==> src/rtl/pcimon_pkg.sv <==
`timescale 1ns/1ps
package pcimon_pkg;

  typedef enum logic [1:0] {
    CLS_OTHER = 2'b00,
    CLS_IO    = 2'b01,
    CLS_MEM   = 2'b10,
    CLS_CFG   = 2'b11
  } cmd_class_e;

  typedef enum logic [1:0] {
    TRK_IDLE = 2'b00,
    TRK_DAC2 = 2'b01,
    TRK_DATA = 2'b10
  } trk_state_e;

  localparam int          CMD_W         = 4;
  localparam logic [3:0]  CMD_SPECIAL   = 4'b0001;
  localparam logic [3:0]  CMD_DUAL_ADDR = 4'b1101;

  function automatic cmd_class_e class_of(input logic [3:0] cmd);
    unique case (cmd[3:1])
      3'b001:  return CLS_IO;
      3'b011:  return CLS_MEM;
      3'b101:  return CLS_CFG;
      default: return CLS_OTHER;
    endcase
  endfunction

  function automatic logic is_reserved(input logic [3:0] cmd);
    return (cmd == 4'b0100) || (cmd == 4'b0101) ||
           (cmd == 4'b1000) || (cmd == 4'b1001);
  endfunction

endpackage

==> src/rtl/pcimon_sampler.sv <==
`timescale 1ns/1ps
module pcimon_sampler #(
  parameter int AD_W = 32,
  localparam int BE_W = AD_W / 8
) (
  input  logic            clk,
  input  logic            rst_n,
  input  logic [AD_W-1:0] bus_ad,
  input  logic [BE_W-1:0] bus_cbe_n,
  input  logic            bus_par,
  input  logic            bus_frame_n,
  input  logic            bus_irdy_n,
  input  logic            bus_trdy_n,
  input  logic            bus_devsel_n,
  input  logic            bus_stop_n,
  output logic            s_valid,
  output logic [AD_W-1:0] s_ad,
  output logic [BE_W-1:0] s_cbe_n,
  output logic            s_par,
  output logic            s_frame_n,
  output logic            s_irdy_n,
  output logic            s_trdy_n,
  output logic            s_devsel_n,
  output logic            s_stop_n
);

  // Every bus line is captured on the clock edge before any decode.
  always_ff @(posedge clk or negedge rst_n) begin
    if (!rst_n) begin
      s_valid    <= 1'b0;
      s_ad       <= '0;
      s_cbe_n    <= '0;
      s_par      <= 1'b0;
      s_frame_n  <= 1'b1;
      s_irdy_n   <= 1'b1;
      s_trdy_n   <= 1'b1;
      s_devsel_n <= 1'b1;
      s_stop_n   <= 1'b1;
    end else begin
      s_valid    <= 1'b1;
      s_ad       <= bus_ad;
      s_cbe_n    <= bus_cbe_n;
      s_par      <= bus_par;
      s_frame_n  <= bus_frame_n;
      s_irdy_n   <= bus_irdy_n;
      s_trdy_n   <= bus_trdy_n;
      s_devsel_n <= bus_devsel_n;
      s_stop_n   <= bus_stop_n;
    end
  end

endmodule

==> src/rtl/pcimon_tracker.sv <==
`timescale 1ns/1ps
module pcimon_tracker
  import pcimon_pkg::*;
(
  input  logic       clk,
  input  logic       rst_n,
  input  logic       s_valid,
  input  logic [3:0] s_cmd,
  input  logic       s_frame_n,
  input  logic       s_irdy_n,
  input  logic       s_trdy_n,
  input  logic       s_devsel_n,
  input  logic       s_stop_n,
  output logic       ph_idle,
  output logic       ph_addr,
  output logic       ph_addr_first,
  output logic       ph_data,
  output logic       ph_xfer,
  output logic       ph_err_nodev,
  output logic       ph_err_spdev
);

  trk_state_e st_q, st_d;
  logic       spec_q, spec_d;
  logic       bus_idle;
  logic       done_c;

  assign bus_idle = s_frame_n & s_irdy_n;
  // Final data phase: master released FRAME# and the phase completed or was stopped.
  assign done_c   = s_frame_n & ~s_irdy_n & (~s_trdy_n | ~s_stop_n);

  always_comb begin
    st_d          = st_q;
    spec_d        = spec_q;
    ph_idle       = 1'b0;
    ph_addr       = 1'b0;
    ph_addr_first = 1'b0;
    ph_data       = 1'b0;
    ph_xfer       = 1'b0;
    ph_err_nodev  = 1'b0;
    ph_err_spdev  = 1'b0;
    if (s_valid) begin
      ph_idle = bus_idle;
      if (bus_idle) begin
        st_d = TRK_IDLE;
      end else begin
        unique case (st_q)
          TRK_IDLE: begin
            if (!s_frame_n) begin
              ph_addr       = 1'b1;
              ph_addr_first = 1'b1;
              spec_d        = (s_cmd == CMD_SPECIAL);
              st_d          = (s_cmd == CMD_DUAL_ADDR) ? TRK_DAC2 : TRK_DATA;
            end
          end
          TRK_DAC2: begin
            ph_addr = 1'b1;
            spec_d  = (s_cmd == CMD_SPECIAL);
            st_d    = TRK_DATA;
          end
          TRK_DATA: begin
            ph_data      = 1'b1;
            ph_xfer      = ~s_irdy_n & ~s_trdy_n;
            ph_err_nodev = ~spec_q & ~s_irdy_n & ~s_trdy_n & s_devsel_n;
            ph_err_spdev = spec_q & ~s_devsel_n;
            if (done_c) st_d = TRK_IDLE;
          end
          default: st_d = TRK_IDLE;
        endcase
      end
    end
  end

  always_ff @(posedge clk or negedge rst_n) begin
    if (!rst_n) begin
      st_q   <= TRK_IDLE;
      spec_q <= 1'b0;
    end else begin
      st_q   <= st_d;
      spec_q <= spec_d;
    end
  end

endmodule

==> src/rtl/pcimon_parity.sv <==
`timescale 1ns/1ps
module pcimon_parity #(
  parameter int AD_W = 32,
  localparam int BE_W = AD_W / 8,
  localparam int PW   = AD_W + BE_W
) (
  input  logic            clk,
  input  logic            rst_n,
  input  logic            s_valid,
  input  logic [AD_W-1:0] s_ad,
  input  logic [BE_W-1:0] s_cbe_n,
  input  logic            s_par,
  input  logic            carry_next,
  output logic            par_valid,
  output logic            par_err
);

  logic [PW-1:0] covered;
  logic          calc_q;
  logic          due_q;

  assign covered = {s_ad, s_cbe_n};

  // Only one bit of the prior sample is kept: its even-parity value.
  always_ff @(posedge clk or negedge rst_n) begin
    if (!rst_n) begin
      calc_q <= 1'b0;
      due_q  <= 1'b0;
    end else if (s_valid) begin
      calc_q <= ^covered;
      due_q  <= carry_next;
    end
  end

  assign par_valid = s_valid & due_q;
  assign par_err   = s_valid & due_q & (s_par != calc_q);

endmodule

==> src/rtl/pcimon_top.sv <==
`timescale 1ns/1ps
module pcimon_top
  import pcimon_pkg::*;
#(
  parameter int AD_W = 32,
  localparam int BE_W = AD_W / 8
) (
  input  logic            clk,
  input  logic            rst_n,
  input  logic [AD_W-1:0] bus_ad,
  input  logic [BE_W-1:0] bus_cbe_n,
  input  logic            bus_par,
  input  logic            bus_frame_n,
  input  logic            bus_irdy_n,
  input  logic            bus_trdy_n,
  input  logic            bus_devsel_n,
  input  logic            bus_stop_n,
  output logic            mon_valid,
  output logic            mon_idle,
  output logic            mon_addr_ph,
  output logic            mon_data_ph,
  output logic            mon_xfer,
  output logic            mon_par_valid,
  output logic            mon_par_err,
  output logic [3:0]      mon_cmd,
  output logic [1:0]      mon_class,
  output logic            mon_cmd_rsvd,
  output logic [AD_W-1:0] mon_addr,
  output logic [AD_W-1:0] mon_data,
  output logic [BE_W-1:0] mon_be_n,
  output logic            mon_err_nodev,
  output logic            mon_err_spdev
);

  logic            s_valid;
  logic [AD_W-1:0] s_ad;
  logic [BE_W-1:0] s_cbe_n;
  logic            s_par, s_frame_n, s_irdy_n, s_trdy_n, s_devsel_n, s_stop_n;

  logic ph_idle, ph_addr, ph_addr_first, ph_data, ph_xfer;
  logic ph_err_nodev, ph_err_spdev;
  logic par_valid_c, par_err_c;
  logic [3:0] cmd_next;

  pcimon_sampler #(.AD_W(AD_W)) u_sampler (
    .clk          (clk),
    .rst_n        (rst_n),
    .bus_ad       (bus_ad),
    .bus_cbe_n    (bus_cbe_n),
    .bus_par      (bus_par),
    .bus_frame_n  (bus_frame_n),
    .bus_irdy_n   (bus_irdy_n),
    .bus_trdy_n   (bus_trdy_n),
    .bus_devsel_n (bus_devsel_n),
    .bus_stop_n   (bus_stop_n),
    .s_valid      (s_valid),
    .s_ad         (s_ad),
    .s_cbe_n      (s_cbe_n),
    .s_par        (s_par),
    .s_frame_n    (s_frame_n),
    .s_irdy_n     (s_irdy_n),
    .s_trdy_n     (s_trdy_n),
    .s_devsel_n   (s_devsel_n),
    .s_stop_n     (s_stop_n)
  );

  pcimon_tracker u_tracker (
    .clk           (clk),
    .rst_n         (rst_n),
    .s_valid       (s_valid),
    .s_cmd         (s_cbe_n[3:0]),
    .s_frame_n     (s_frame_n),
    .s_irdy_n      (s_irdy_n),
    .s_trdy_n      (s_trdy_n),
    .s_devsel_n    (s_devsel_n),
    .s_stop_n      (s_stop_n),
    .ph_idle       (ph_idle),
    .ph_addr       (ph_addr),
    .ph_addr_first (ph_addr_first),
    .ph_data       (ph_data),
    .ph_xfer       (ph_xfer),
    .ph_err_nodev  (ph_err_nodev),
    .ph_err_spdev  (ph_err_spdev)
  );

  pcimon_parity #(.AD_W(AD_W)) u_parity (
    .clk        (clk),
    .rst_n      (rst_n),
    .s_valid    (s_valid),
    .s_ad       (s_ad),
    .s_cbe_n    (s_cbe_n),
    .s_par      (s_par),
    .carry_next (ph_addr | ph_xfer),
    .par_valid  (par_valid_c),
    .par_err    (par_err_c)
  );

  assign cmd_next = ph_addr ? s_cbe_n[3:0] : mon_cmd;

  always_ff @(posedge clk or negedge rst_n) begin
    if (!rst_n) begin
      mon_valid     <= 1'b0;
      mon_idle      <= 1'b0;
      mon_addr_ph   <= 1'b0;
      mon_data_ph   <= 1'b0;
      mon_xfer      <= 1'b0;
      mon_par_valid <= 1'b0;
      mon_par_err   <= 1'b0;
      mon_cmd       <= '0;
      mon_class     <= CLS_OTHER;
      mon_cmd_rsvd  <= 1'b0;
      mon_addr      <= '0;
      mon_data      <= '0;
      mon_be_n      <= '0;
      mon_err_nodev <= 1'b0;
      mon_err_spdev <= 1'b0;
    end else begin
      mon_valid     <= s_valid;
      mon_idle      <= ph_idle;
      mon_addr_ph   <= ph_addr;
      mon_data_ph   <= ph_data;
      mon_xfer      <= ph_xfer;
      mon_par_valid <= par_valid_c;
      mon_par_err   <= par_err_c;
      mon_cmd       <= cmd_next;
      mon_class     <= class_of(cmd_next);
      mon_cmd_rsvd  <= is_reserved(cmd_next);
      mon_err_nodev <= ph_err_nodev;
      mon_err_spdev <= ph_err_spdev;
      if (ph_addr_first) mon_addr <= s_ad;
      if (ph_data) begin
        mon_data <= s_ad;
        mon_be_n <= s_cbe_n;
      end
    end
  end

endmodule

==> config.mk <==
export PLATFORM = sky130hd
export DESIGN_NAME = pcimon_top
export DESIGN_NICKNAME = d
export VERILOG_FILES = /design/src/rtl/pcimon_pkg.sv /design/src/rtl/pcimon_sampler.sv /design/src/rtl/pcimon_tracker.sv /design/src/rtl/pcimon_parity.sv /design/src/rtl/pcimon_top.sv
export SDC_FILE = /design/constraint.sdc
export NUM_CORES = 1
export LEC_CHECK = 0
export BUFFER_PORTS_ARGS = -buffer_cell sky130_fd_sc_hd__buf_4
export CAP_MARGIN = 20
export CORE_ASPECT_RATIO = 0.6
export CORE_MARGIN = 8
export CORE_UTILIZATION = 48
export CTS_CLUSTER_DIAMETER = 30
export DETAILED_ROUTE_END_ITERATION = 16
export PLACE_DENSITY = 0.73
export SYNTH_ARGS = -nofsm -noshare
export SYNTH_HDL_FRONTEND = slang
export SYNTH_HIERARCHICAL = 1
export SYNTH_SLANG_ARGS = --single-unit
==> constraint.sdc <==
create_clock -name clk -period 2.2 [get_ports clk]
set_input_delay 0 -clock clk [delete_from_list [all_inputs] [get_ports clk]]
set_output_delay 0 -clock clk [all_outputs]
set_load 0.02 [all_outputs]
Word-level counts from Yosys, hierarchy flattened:

Cells that the tools add are included.

* word-level logic and storage cells: 98
* memories: 0
* bits in latches: 0
* memory bits (writable): 0
* input port bits: 44
* output and inout bits: 84
* flip-flop bits (word level): 132
* memory bits (read-only): 0

* shifts and indexed selects: 0
* equality and inequality tests: 15
* add/subtract/negate cells: 0
* multiplexer cells: 29
* $mul: 0
* divide/modulo/power cells: 0
* order comparisons: 0
* bitwise operators: 18
* reductions and logical operators: 8

Operator list (number)
* $reduce_xor A36 Y1: 1
* $mux W1: 20
* $eq A4 B4 Y1 const B: 3
* $pmux W2 S3: 2
* $and A1 B1 Y1: 10
* $eq A4 B3 Y1 const B: 2
* $mux W2: 4
* $not A1 Y1: 6
* $eq A4 B1 Y1 const B: 1
* $mux W4: 1
* $pmux W1 S2: 2
* $reduce_and A4 Y1: 1
* $eq A3 B1 Y1 const B: 1
* $eq A3 B2 Y1 const B: 1
* $eq A3 B3 Y1 const B: 1
* $logic_or A1 B1 Y1: 3
* $ne A3 B1 Y1 const B: 1
* $ne A3 B2 Y1 const B: 1
* $reduce_and A3 Y1: 1
* $eq A2 B1 Y1 const B: 1
* $eq A2 B2 Y1 const B: 1
* $logic_not A2 Y1: 1
* $ne A2 B2 Y1 const B: 1
* $or A1 B1 Y1: 2
* 2 further kinds: 2

Longest topological paths before layout:

Gate-level depths: netlist of the first run.

* depth after elaboration: 9
* depth in mapped cells: 6
* depth with buffers taken out: 6

Modules after synthesis:

Netlist of the first run, hierarchy kept.

Modules (own cells, without submodules)
* pcimon_top: area each 3321.9 um^2, cells each 174, times used 1
* pcimon_sampler: area each 1086.0 um^2, cells each 44, times used 1
* pcimon_parity: area each 402.9 um^2, cells each 42, times used 1
* pcimon_tracker: area each 247.7 um^2, cells each 26, times used 1

Worst setup path after synthesis of the first run:

No wires, ideal clock.

* kind: register -> register
* start: register u_sampler.s_cbe_n[2]
* end: register u_parity.calc_q
* arrival time: 1.496 ns
* path slack: 0.573 ns
* data required time: 2.069 ns
* cell stages (with the launch flop): 7
* period minus slack after synthesis: 1.627 ns
* path buffers: 0
* library setup time: 0.131 ns
* cells stage by stage: dfrtp_1 -> xnor2_1 -> xnor2_1 -> xnor2_1 -> xnor3_1 -> xnor2_1 -> a21oi_1

* word-level cells in the longest chain between the ends: 1

RTL lines
* start, declared: line pcimon_sampler.sv:18 `output logic [BE_W-1:0] s_cbe_n,`
* start signal, assigned: line pcimon_sampler.sv:42 `s_cbe_n <= bus_cbe_n;`
* $reduce_xor A36 Y1: line pcimon_parity.sv:30 `calc_q <= ^covered;`
* end signal, assigned: line pcimon_parity.sv:30
* end, declared: line pcimon_parity.sv:19 `logic calc_q;`

No other way between the ends.
A chain may end at the register's enable or synchronous reset.

Worst setup path after layout of the first run:

* start: register u_sampler.s_cbe_n[3]
* end: register u_parity.calc_q

Same word-level chain as after synthesis.

==> tab_implementation.tex, run 1 <==
\begin{tabular}{lr}
\hline
Metric & Value \\
\hline
\multicolumn{2}{l}{\textbf{Status}} \\
\quad Status & complete, no violations \\
\multicolumn{2}{l}{\textbf{STA}} \\
\quad Max frequency & 546 MHz \\
\quad Total of endpoints with negative setup slack in the final report & 0 \\
\quad Pin slew with the least headroom to its limit & 539 ps \\
\quad Setup tns final & 0 ps \\
\quad Final hold violation count & 0 \\
\quad Worst setup skew after layout & 8.90 ps \\
\quad Final hold slack & 112 ps \\
\quad Final period demand of the worst path & 1830 ps \\
\quad Portion of the clock cycle consumed by the worst path in the final layout & 0.832 \\
\quad Final-report max-slew violation count & 0 \\
\quad Worst-case headroom to the max-slew limit & 0.641 \\
\quad Unrepaired setup endpoints after global routing & false \\
\multicolumn{2}{l}{\textbf{CTS}} \\
\quad Number of post-CTS setup repair buffers & 0 \\
\quad Clock buffer count from CTS & 17 \\
\quad Number of hold-repair buffers added at the cts stage & 43 \\
\quad Maximum level of the CTS H-tree & 4 \\
\quad Skew-Pair Late Insertion Delay & 400 ps \\
\quad TritonCTS clock tree & done \\
\quad Register clock-pin slew on the reported worst setup and hold paths & 60 ps \\
\quad Post-cts resize count & 0 \\
\quad Maximum clock path buffer count & 2 \\
\quad Cell chosen for the clock root & clkbuf\_16 \\
\quad Total number of clock tree sinks & 132 \\
\multicolumn{2}{l}{\textbf{Logic synthesis}} \\
\quad Synthesized cell area & 5060 um2 \\
\quad Post-synthesis net count & 330 \\
\quad YS warnings & 6 \\
\quad Area share of the leading cell type in the synthesized netlist & 0.628 \\
\quad Sequential cell area fraction in the yosys report & 0.654 \\
\quad Leading cell types by total area after synthesis & dfrtp\_1 63\%, mux2\_4 18\%, xnor2\_1 5.5\%, mux2\_2 2.7\%, dfstp\_2 2.6\% \\
\quad Flip-flop and latch count after synthesis & 132 \\
\quad Unique cell type count in the Yosys netlist & 32 \\
\quad Cell type contributing the most total cell area after synthesis & dfrtp\_1 \\
\quad Post-Syn Area per Cell & 17.7 um2 \\
\quad Synthesized instance count & 286 \\
\multicolumn{2}{l}{\textbf{Drt}} \\
\quad Routed wire per std cell & 17.7 um \\
\quad Vias & 2928 \\
\quad Via-to-Cell Ratio & 4.68 \\
\quad DRC violations left & 0 \\
\quad Final antenna-violating net count & 0 \\
\quad Initial DRC Count & 71 \\
\quad Initial DRT Pass Iterations & 4 \\
\quad Sum of routed wire length over all layers & 11100 um \\
\multicolumn{2}{l}{\textbf{Setup path}} \\
\quad Critical path capture point type & flip-flop \\
\quad Critical path peak fanout & 6 \\
\quad Critical path's most frequent cell & xnor2\_1 \\
\quad Worst path slowest cell & dfrtp\_1 \\
\quad Signal arrival time at the worst endpoint & 2090 ps \\
\quad Largest stage delay, worst path & 460 ps \\
\quad Required time worst endpoint & 2460 ps \\
\quad Cells traversed along the worst timing path & xnor2\_1 > xnor2\_1 > xnor2\_1 > xnor3\_1 > xnor2\_1 > a21oi\_1 \\
\quad Critical path start-end classification & reg -> reg \\
\quad Launching element type of the critical path & flip-flop \\
\multicolumn{2}{l}{\textbf{Final layout}} \\
\quad Area growth, synth to finish & 42.5\% \\
\quad Number of antenna diodes & 0 \\
\quad Nets & 518 \\
\quad Utilization after layout & 0.692 \\
\quad Fraction of final layout cells with drive strength greater than 1 & 0.510 \\
\multicolumn{2}{l}{\textbf{Pwr}} \\
\quad Sw Share & 0.319 \\
\quad Power density relative to cell area & 1470 nW/um2 \\
\quad Clk network pwr share & 0.273 \\
\quad Logic gate share of total power & 0.369 \\
\quad Worst IR drop on VDD & 0.000872 V \\
\quad Switching power summed over all nets & 3.38 mW \\
\quad LEAKAGE & 3.40 nW \\
\quad Sequential share of power & 0.358 \\
\quad P\_int & 7.21 mW \\
\multicolumn{2}{l}{\textbf{Global routing}} \\
\quad Global route total overflow & 0 \\
\quad Largest net degree at the start of global routing & 57 \\
\quad Global-route wire length before repair & 17700 um \\
\quad Antenna violations before repair & 0 \\
\quad Vias in the first global route & 3221 \\
\quad Total global routing track utilization & 0.163 \\
\multicolumn{2}{l}{\textbf{Flow run}} \\
\quad Max Cap Violations & 0 \\
\multicolumn{2}{l}{\textbf{Placed design}} \\
\quad Routability congestion estimate & 0.761 \\
\quad I/O Buffers & 127 \\
\quad Hpwl dp & 7820 um \\
\multicolumn{2}{l}{\textbf{Die}} \\
\quad I/O pin count & 128 \\
\quad Horizontal extent of the die & 149 um \\
\quad Placeable core area & 10400 um2 \\
\quad Die outline area & 14200 um2 \\
\quad Number of rows created at floorplan & 29 \\
\quad Die H & 95.5 um \\
\quad Initial Util & 0.486 \\
\multicolumn{2}{l}{\textbf{Worst hold path}} \\
\quad Worst Hold Class & in -> async \\
\hline
\end{tabular}
## area by class of cell
cell class	instances	area (um2)
Inverter	1	3.75
Clock inverter	11	150
Tap cell	139	174
Clock buffer	20	467
Fill cell	703	3210
Sequential cell	132	3310
Timing Repair Buffer	178	1470
Multi-Input combinational cell	144	1630
## kinds of logic (layout without fill, tap and decap cells)
family	count (synthesis)	after routing	share of synthesized area
AOI/OAI and AO/OA	10	10	0.0134
xor gates and xnor gates	37	37	0.0668
buffers and inverters	10	210	0.0260
DFF	132	132	0.654
muxes	75	75	0.212
other	1	1	0.000741
and+or+nand+nor	21	21	0.0270
## cell usage after synthesis
cell,count
nand2b_1,5
mux2i_1,1
xnor3_1,1
o221ai_2,1
a21oi_1,5
o21ai_0,1
xor2_1,4
nand2_1,2
buf_6,6
xnor2_1,32
and3b_1,2
mux2_1,1
o22ai_1,1
or2_2,1
and2_1,2
nor3_1,2
a21boi_1,1
inv_1,1
nand4b_1,1
buf_12,3
nor4b_1,1
conb_1,1
mux2_4,61
mux2_2,12
o32ai_1,1
and3_1,1
dfrtp_1,127
nor2_1,1
nand3b_1,1
dfstp_2,5
or3b_1,1
nor3b_1,1
## through the flow
step	instances	setup slack [ps]	instance area [um2]	total power, mW
6_report	625	370	7210	10.6
5_1_grt	625	259	7210	11.1
4_1_cts	625	384	7210	10.7
3_5_place_dp	551	406	6160	7.71
3_3_place_gp	551	469	6160	7.63
2_1_floorplan	286	573	5060	6.08
## worst max-delay path: cells and delay by family, from the launching register on
kind,cells,cell delay (ps)
xor+xnor,5,1150
compound gates,1,80
flops,1,460
## power by group through the flow
| stage | Clock, mW | Combinational (mW) | Sequential [mW] |
|---|---|---|---|
| floorplan | 0 | 1.52 | 4.56 |
| global placement | 0 | 3.83 | 3.80 |
| detailed placement | 0 | 3.91 | 3.80 |
| CTS | 2.95 | 3.97 | 3.80 |
| global route | 3.08 | 4.13 | 3.88 |
| finish | 2.89 | 3.91 | 3.79 |
## routing by layer
metal	vias up	wire length (um)	track usage
li1	1358	-	-
met1	1476	5440	0.223
met2	87	4770	0.233
met3	7	808	0.0678
met4	0	48	0.0523
met5	-	0	0
## layout by cell type, fill, tap and decap left out, drive strengths merged
master / n
clkinvlp: 2
nand2b: 5
and3b: 2
buf: 135
dlygate4sd3: 43
o22ai: 1
and2: 2
or2: 1
mux2: 74
and3: 1
nor3b: 1
xor2: 4
o221ai: 1
o32ai: 1
nor2: 1
o21ai: 1
conb: 1
xnor2: 32
nand4b: 1
a21boi: 1
nor3: 2
mux2i: 1
dfstp: 5
a21oi: 5
clkbuf: 20
clkinv: 4
nand2: 2
xnor3: 1
nor4b: 1
or3b: 1
inv: 3
bufinv: 3
dfrtp: 127
nand3b: 1
## final timing paths
| check | endpoint | slack, ps | startpoint | cells after the start |
|---|---|---|---|---|
| hold / removal | mon_cmd_rsvd$_DFF_PN0_ | 110 | rst_n | 2 |
| max in group asynchronous | u_sampler/s_devsel_n$_DFF_PN1_ | 1220 | rst_n | 3 |
| setup reg to reg | u_parity/calc_q$_DFFE_PN0P_ | 370 | u_sampler/s_cbe_n[3]$_DFF_PN0_ | 6 |
| setup / recovery | u_parity/calc_q$_DFFE_PN0P_ | 370 | u_sampler/s_cbe_n[3]$_DFF_PN0_ | 6 |
| hold reg to reg | u_parity/due_q$_DFFE_PN0P_ | 500 | u_parity/due_q$_DFFE_PN0P_ | 1 |
| min in group clk | u_sampler/s_ad[16]$_DFF_PN0_ | 240 | bus_ad[16] | 2 |
## sequential cells by signal (all words and copies together), names as in the netlist, 2 cells and up
name / count
u_tracker/st_q: 2
mon_addr: 32
u_sampler/s_cbe_n: 4
mon_class: 2
mon_be_n: 4
mon_data: 32
u_sampler/s_ad: 32
mon_cmd: 4
(Power assumes the default switching activity.)
==> run 2: changes to the inputs <==
clock period = 1.7 ns   (was 2.2 ns; I/O delays follow)
==> run 2 against run 1 <==
Compared with the run above: the flow now finishes with violations (negative setup slack); register-to-register slack lost 380 ps; sequential cell count is the same; combinational power grew 32%; clock skew shrank 1.7 ps; power grew 29%.
==> tab_implementation.tex, run 2 (same netlist as run 1, synthesis figures left out) <==
\begin{tabular}{lr}
\hline
Metric & Value \\
\hline
\multicolumn{2}{l}{\textbf{Global routing}} \\
\quad Largest net degree at the start of global routing & 50 \\
\quad Antenna violations before repair & 0 \\
\quad Total global routing track utilization & 0.177 \\
\quad Vias in the first global route & 3470 \\
\quad Global route total overflow & 0 \\
\quad Global-route wire length before repair & 19200 um \\
\multicolumn{2}{l}{\textbf{Setup path}} \\
\quad Critical path capture point type & flip-flop \\
\quad Worst path slowest cell & dfrtp\_1 \\
\quad Launching element type of the critical path & flip-flop \\
\quad Critical path peak fanout & 2 \\
\quad Critical path's most frequent cell & xnor2\_1 \\
\quad Signal arrival time at the worst endpoint & 2000 ps \\
\quad Cells traversed along the worst timing path & xnor2\_2 > xnor2\_1 > xnor2\_1 > xnor3\_1 > xnor2\_1 > a21oi\_1 \\
\quad Critical path start-end classification & reg -> reg \\
\quad Largest stage delay, worst path & 420 ps \\
\quad Required time worst endpoint & 1980 ps \\
\multicolumn{2}{l}{\textbf{STA}} \\
\quad Final-report max-slew violation count & 0 \\
\quad Final hold violation count & 0 \\
\quad Setup tns final & -13.4 ps \\
\quad Worst-case headroom to the max-slew limit & 0.557 \\
\quad Worst setup skew after layout & 7.17 ps \\
\quad Pin slew with the least headroom to its limit & 665 ps \\
\quad Unrepaired setup endpoints after global routing & true \\
\quad Final hold slack & 179 ps \\
\quad Portion of the clock cycle consumed by the worst path in the final layout & 1.01 \\
\quad Max frequency & 584 MHz \\
\quad Total of endpoints with negative setup slack in the final report & 1 \\
\quad Final setup margin & -13.4 ps \\
\quad Final period demand of the worst path & 1710 ps \\
\multicolumn{2}{l}{\textbf{Drt}} \\
\quad Vias & 3024 \\
\quad Routed wire per std cell & 18.4 um \\
\quad Via-to-Cell Ratio & 4.70 \\
\quad Final antenna-violating net count & 0 \\
\quad Sum of routed wire length over all layers & 11800 um \\
\quad Initial DRT Pass Iterations & 4 \\
\quad Initial DRC Count & 80 \\
\quad DRC violations left & 0 \\
\multicolumn{2}{l}{\textbf{Flow run}} \\
\quad Max Cap Violations & 0 \\
\multicolumn{2}{l}{\textbf{Pwr}} \\
\quad Power density relative to cell area & 1850 nW/um2 \\
\quad Worst IR drop on VDD & 0.00124 V \\
\quad Total chip power & 13.7 mW \\
\quad LEAKAGE & 3.50 nW \\
\multicolumn{2}{l}{\textbf{Die}} \\
\quad I/O pin count & 128 \\
\quad Placeable core area & 10400 um2 \\
\quad Number of rows created at floorplan & 29 \\
\quad Horizontal extent of the die & 149 um \\
\quad Initial Util & 0.486 \\
\quad Die outline area & 14200 um2 \\
\quad Die H & 95.5 um \\
\multicolumn{2}{l}{\textbf{Worst hold path}} \\
\quad Worst Hold Class & in -> async \\
\multicolumn{2}{l}{\textbf{Final layout}} \\
\quad Area growth, synth to finish & 46.0\% \\
\quad Most common cell after layout, fill and taps aside & buf\_4 \\
\quad Fraction of final layout cells with drive strength greater than 1 & 0.520 \\
\quad Area of all placed cells without fillers & 7390 um2 \\
\quad Most frequent cells in the layout & 147 x buf\_4, 127 x dfrtp\_1, 61 x mux2\_4 \\
\quad Nets & 536 \\
\quad Largest registers in the final layout & mon\_addr (32), mon\_data (32), u\_sampler/s\_ad (32) \\
\quad Number of antenna diodes & 0 \\
\multicolumn{2}{l}{\textbf{Placed design}} \\
\quad Routability congestion estimate & 0.764 \\
\quad Hpwl dp & 8150 um \\
\quad Placed instance area & 6330 um2 \\
\quad I/O Buffers & 127 \\
\multicolumn{2}{l}{\textbf{CTS}} \\
\quad Maximum level of the CTS H-tree & 4 \\
\quad Cell chosen for the clock root & clkbuf\_16 \\
\quad Maximum clock path buffer count & 2 \\
\quad Clock buffer count from CTS & 17 \\
\quad Skew-Pair Late Insertion Delay & 400 ps \\
\quad Register clock-pin slew on the reported worst setup and hold paths & 50 ps \\
\quad TritonCTS clock tree & done \\
\quad Total number of clock tree sinks & 132 \\
\multicolumn{2}{l}{\textbf{Status}} \\
\quad Violations in the final reports & negative setup slack \\
\quad Status & complete, but fails checks \\
\hline
\end{tabular}
[run 2: changes by cell type in the layout (fill, tap and decap cells not counted), sizes merged]
cell	previous run	this run
buf	135	153
clkbuf	20	27
clkinv	4	1
clkinvlp	2	0
inv	3	1
[run 2: metrics by stage]
stage | instances | setup slack (ps) | util
floorplan | 286 | 73.1 | -
global placement | 567 | 42.4 | 0.608
detailed placement | 567 | -25.9 | 0.608
CTS | 643 | -12.2 | 0.709
global route | 643 | -122 | 0.709
finish | 643 | -13.4 | 0.709
[run 2: repair_timing]
action | CTS | global route
hold buffers | 43 | 0
gates resized for setup | 3 | 0
buffers inserted | 2 | 0
pin swaps | 1 | 0
endpoints found under the hold margin | 81 | 0
setup endpoints to repair | 1 | 1
[run 2: final cells by class]
cell class,count,area (um2)
multi-input cells,144,1660
well taps,139,174
fillers,689,3030
clock buffers,27,493
repair buffers,196,1650
inverters,1,3.75
flip-flops and latches,132,3310
clock inverters,4,95.1
[run 2: worst paths after layout]
path	startpoint	endpoint	slack [ps]	cells after the start
worst max-delay path	u_sampler/s_ad[28]$_DFF_PN0_	u_parity/calc_q$_DFFE_PN0P_	-10	6
worst max register to register	u_sampler/s_ad[28]$_DFF_PN0_	u_parity/calc_q$_DFFE_PN0P_	-10	6
worst min register to register	u_parity/due_q$_DFFE_PN0P_	mon_par_valid$_DFF_PN0_	500	1
max in group asynchronous	rst_n	mon_addr[18]$_DFFE_PN0P_	810	3
min in group clk	bus_ad[10]	u_sampler/s_ad[10]$_DFF_PN0_	240	2
worst min-delay path	rst_n	mon_class[0]$_DFF_PN0_	180	2
[run 2: layer usage]
layer / global-route usage / wire length, um
met5: 0 / 0
met4: 0.0506 / 91
met1: 0.230 / 5420
met2: 0.270 / 5400
met3: 0.0720 / 923
[run 2: power by group]
group	total, mW	internal [mW]	switching, mW
sequential	4.89	4.17	0.720
combinational	5.18	2.82	2.36
clock	3.63	2.42	1.21
total	13.7	9.41	4.29
[run 2: critical path, delay by kind of cell (launching register included)]
family / cells / cell delay, ps
flip-flops: 1 / 420
XOR/XNOR: 5 / 1100
AO/OA/AOI/OAI: 1 / 80
==> run 3: changes to the inputs <==
--- a/config.mk
+++ b/config.mk
@@ -6,4 +6,5 @@
 export NUM_CORES = 1
 export LEC_CHECK = 0
+export ABC_AREA = 1
 export BUFFER_PORTS_ARGS = -buffer_cell sky130_fd_sc_hd__buf_4
 export CAP_MARGIN = 20
@@ -13,5 +14,5 @@
 export CTS_CLUSTER_DIAMETER = 30
 export DETAILED_ROUTE_END_ITERATION = 16
-export PLACE_DENSITY = 0.73
+export PLACE_DENSITY = 0.72
 export SYNTH_ARGS = -nofsm -noshare
 export SYNTH_HDL_FRONTEND = slang
==> constraint.sdc (replaced) <==
create_clock -name clk -period 1.7 [get_ports clk]
set_input_delay 0 -clock clk [delete_from_list [all_inputs] [get_ports clk]]
set_output_delay 0 -clock clk [all_outputs]
set_load 0.01 [all_outputs]
==> run 3 against run 2 <==
Compared with the run above: the run now ends clean; routed wire length increased by 11%; register-to-register slack improved by 90 ps; fmax grew 5.7%; setup slack better by 93 ps; critical path depth down 2; power down 8.5%; highest routed layer unchanged; synthesized cell count is 73% higher.
==> tab_implementation.tex, run 3 <==
\begin{tabular}{lr}
\hline
Metric & Value \\
\hline
\multicolumn{2}{l}{\textbf{CTS}} \\
\quad Maximum clock path buffer count & 2 \\
\quad Cell chosen for the clock root & clkbuf\_16 \\
\quad Maximum level of the CTS H-tree & 4 \\
\quad Clock buffer count from CTS & 17 \\
\quad TritonCTS clock tree & done \\
\quad Total number of clock tree sinks & 132 \\
\quad Register clock-pin slew on the reported worst setup and hold paths & 60 ps \\
\quad Skew-Pair Late Insertion Delay & 410 ps \\
\multicolumn{2}{l}{\textbf{Drt}} \\
\quad DRC violations left & 0 \\
\quad Routed wire per std cell & 15.6 um \\
\quad Final antenna-violating net count & 0 \\
\quad Initial DRC Count & 184 \\
\quad Sum of routed wire length over all layers & 13200 um \\
\quad Via-to-Cell Ratio & 4.77 \\
\quad Initial DRT Pass Iterations & 4 \\
\quad Vias & 4037 \\
\multicolumn{2}{l}{\textbf{Die}} \\
\quad Placeable core area & 11200 um2 \\
\quad Number of rows created at floorplan & 30 \\
\quad Die H & 98.9 um \\
\quad Horizontal extent of the die & 154 um \\
\quad I/O pin count & 128 \\
\quad Initial Util & 0.490 \\
\quad Die outline area & 15200 um2 \\
\multicolumn{2}{l}{\textbf{Setup path}} \\
\quad Worst path slowest cell & dfrtp\_1 \\
\quad Cells traversed along the worst timing path & inv\_1 > nor4\_4 > buf\_8 > mux2\_2 \\
\quad Launching element type of the critical path & flip-flop \\
\quad Largest stage delay, worst path & 430 ps \\
\quad Critical path capture point type & flip-flop \\
\quad CP Buf/Inv Count & 2 \\
\quad Number of cells on the worst reg-to-reg path & 4 \\
\quad Required time worst endpoint & 1990 ps \\
\quad Largest delay contributor family on the critical path & flip-flops \\
\quad Critical path peak fanout & 18 \\
\quad Signal arrival time at the worst endpoint & 1910 ps \\
\quad CP Depth & 4 \\
\quad Critical path start-end classification & reg -> reg \\
\quad R2R setup slack & 80 ps \\
\multicolumn{2}{l}{\textbf{Placed design}} \\
\quad Routability congestion estimate & 0.800 \\
\quad Hpwl dp & 9220 um \\
\quad I/O Buffers & 127 \\
\multicolumn{2}{l}{\textbf{STA}} \\
\quad Portion of the clock cycle consumed by the worst path in the final layout & 0.953 \\
\quad Max frequency & 617 MHz \\
\quad Final period demand of the worst path & 1620 ps \\
\quad Final hold slack & 80.5 ps \\
\quad Unrepaired setup endpoints after global routing & false \\
\quad Final-report max-slew violation count & 0 \\
\quad Final hold violation count & 0 \\
\quad Worst setup skew after layout & 6.72 ps \\
\quad Total of endpoints with negative setup slack in the final report & 0 \\
\quad Setup tns final & 0 ps \\
\multicolumn{2}{l}{\textbf{Logic synthesis}} \\
\quad Post-synthesis net count & 538 \\
\quad Fraction of registers with async set/reset & 1.00 \\
\quad Unique cell type count in the Yosys netlist & 24 \\
\quad Post-Syn Area per Cell & 11.1 um2 \\
\quad Sequential cell area fraction in the yosys report & 0.602 \\
\quad Synthesized instance count & 494 \\
\quad Cell type contributing the most total cell area after synthesis & dfrtp\_1 \\
\quad Post-synth EDFFs & 0 \\
\quad Synthesized cell area & 5500 um2 \\
\quad YS warnings & 6 \\
\quad Area share of the leading cell type in the synthesized netlist & 0.578 \\
\quad Prevailing post-synth register cell & dfrtp\_1 \\
\quad Most frequent cell after synthesis & nand2\_1 \\
\quad Flip-flop and latch count after synthesis & 132 \\
\quad Cell types with the highest counts after synthesis & 177 x nand2\_1, 127 x dfrtp\_1, 47 x inv\_1 \\
\quad Leading cell types by total area after synthesis & dfrtp\_1 58\%, mux2\_4 13\%, nand2\_1 12\%, mux2\_2 4.1\%, inv\_1 3.2\% \\
\multicolumn{2}{l}{\textbf{Status}} \\
\quad Status & complete, no violations \\
\multicolumn{2}{l}{\textbf{Final layout}} \\
\quad Most common cell after layout, fill and taps aside & nand2\_1 \\
\quad Fraction of final layout cells with drive strength greater than 1 & 0.367 \\
\quad Most frequent cells in the layout & 176 x nand2\_1, 135 x buf\_4, 126 x dfrtp\_1 \\
\quad Largest registers in the final layout & mon\_addr (32), mon\_data (32), u\_sampler/s\_ad (32) \\
\quad Number of antenna diodes & 0 \\
\quad \# fillers & 795 \\
\quad Area growth, synth to finish & 40.8\% \\
\quad Nets & 734 \\
\multicolumn{2}{l}{\textbf{Global routing}} \\
\quad Global route total overflow & 0 \\
\quad Vias in the first global route & 4342 \\
\quad Largest net degree at the start of global routing & 48 \\
\quad Total global routing track utilization & 0.181 \\
\quad Global-route wire length before repair & 21900 um \\
\quad Antenna violations before repair & 0 \\
\multicolumn{2}{l}{\textbf{Flow run}} \\
\quad Max Cap Violations & 0 \\
\multicolumn{2}{l}{\textbf{Worst hold path}} \\
\quad Worst Hold Class & in -> async \\
\multicolumn{2}{l}{\textbf{Pwr}} \\
\quad Power density relative to cell area & 1620 nW/um2 \\
\quad Total chip power & 12.5 mW \\
\quad Worst IR drop on VDD & 0.000844 V \\
\quad LEAKAGE & 4.03 nW \\
\hline
\end{tabular}
## run 3: changes by cell type in the layout (fill, tap and decap cells not counted), moves of 5 or more
cell | previous run | this run
buf_4 | 147 | 135
inv_1 | 1 | 46
mux2_2 | 12 | 20
mux2_4 | 61 | 46
nand2_1 | 2 | 176
nand2_2 | 0 | 9
nand2b_1 | 5 | 0
nand3_1 | 0 | 8
nor2_1 | 1 | 21
xnor2_1 | 29 | 7
## run 3: layout make-up
class | count | area [um2] | area share
Multi-Input combinational cell | 306 | 1950 | 0.252
Inverter | 48 | 183 | 0.0236
Timing Repair Buffer | 185 | 1570 | 0.202
Clock buffer | 23 | 468 | 0.0604
Tap cell | 144 | 180 | 0.0233
Sequential cell | 132 | 3310 | 0.428
Clock inverter | 9 | 81.3 | 0.0105
## run 3: layer usage
metal | share of wire | track usage
met1 | 0.47 | 0.231
met2 | 0.45 | 0.277
met3 | 0.072 | 0.0690
met5 | 0 | 0
met4 | 0.011 | 0.0599
## run 3: cells by family (layout without fill, tap and decap cells)
group | Yosys count | in the layout | share of synthesized area
xor+xnor | 12 | 12 | 0.0191
other cells | 1 | 1 | 0.000682
compound gates | 6 | 6 | 0.00614
buf+inv | 56 | 265 | 0.0469
flops | 132 | 132 | 0.602
simple gates | 221 | 221 | 0.159
mux | 66 | 66 | 0.167
## run 3: per-stage QoR
stage          cell area [um2]  setup WS [ps]  std cells   util
6_report                  7740           79.3        847  0.690
5_1_grt                   7740           9.01        847  0.690
4_1_cts                   7700          0.926        845  0.686
3_5_place_dp              6700          -92.4        770  0.597
3_3_place_gp              6700          -28.8        770  0.597
2_1_floorplan             5500            172        494      -
## run 3: path summary, 6_finish.rpt
path / start / to
min in group clk: bus_trdy_n / u_sampler/s_trdy_n$_DFF_PN1_
setup reg to reg: u_sampler/s_valid$_DFF_PN0_ / mon_addr[23]$_DFFE_PN0P_
setup / recovery: u_sampler/s_valid$_DFF_PN0_ / mon_addr[23]$_DFFE_PN0P_
max in group asynchronous: rst_n / u_sampler/s_devsel_n$_DFF_PN1_
hold / removal: rst_n / mon_data[19]$_DFFE_PN0P_
hold reg to reg: u_parity/due_q$_DFFE_PN0P_ / u_parity/due_q$_DFFE_PN0P_
## run 3: what timing repair did
item / CTS / global route
hold buffers: 43 / 0
resized for setup: 3 / 6
endpoints found under the setup margin: 32 / 43
setup buffers: 0 / 1
hold endpoints to repair: 169 / 0
pin swaps: 0 / 2
cloned: 0 / 1
## run 3: power by group
| group | internal (mW) | total, mW | switching [mW] |
|---|---|---|---|
| clock | 2.08 | 3.38 | 1.31 |
| combinational | 2.54 | 4.29 | 1.75 |
| sequential | 4.16 | 4.87 | 0.704 |
| total | 8.78 | 12.5 | 3.76 |
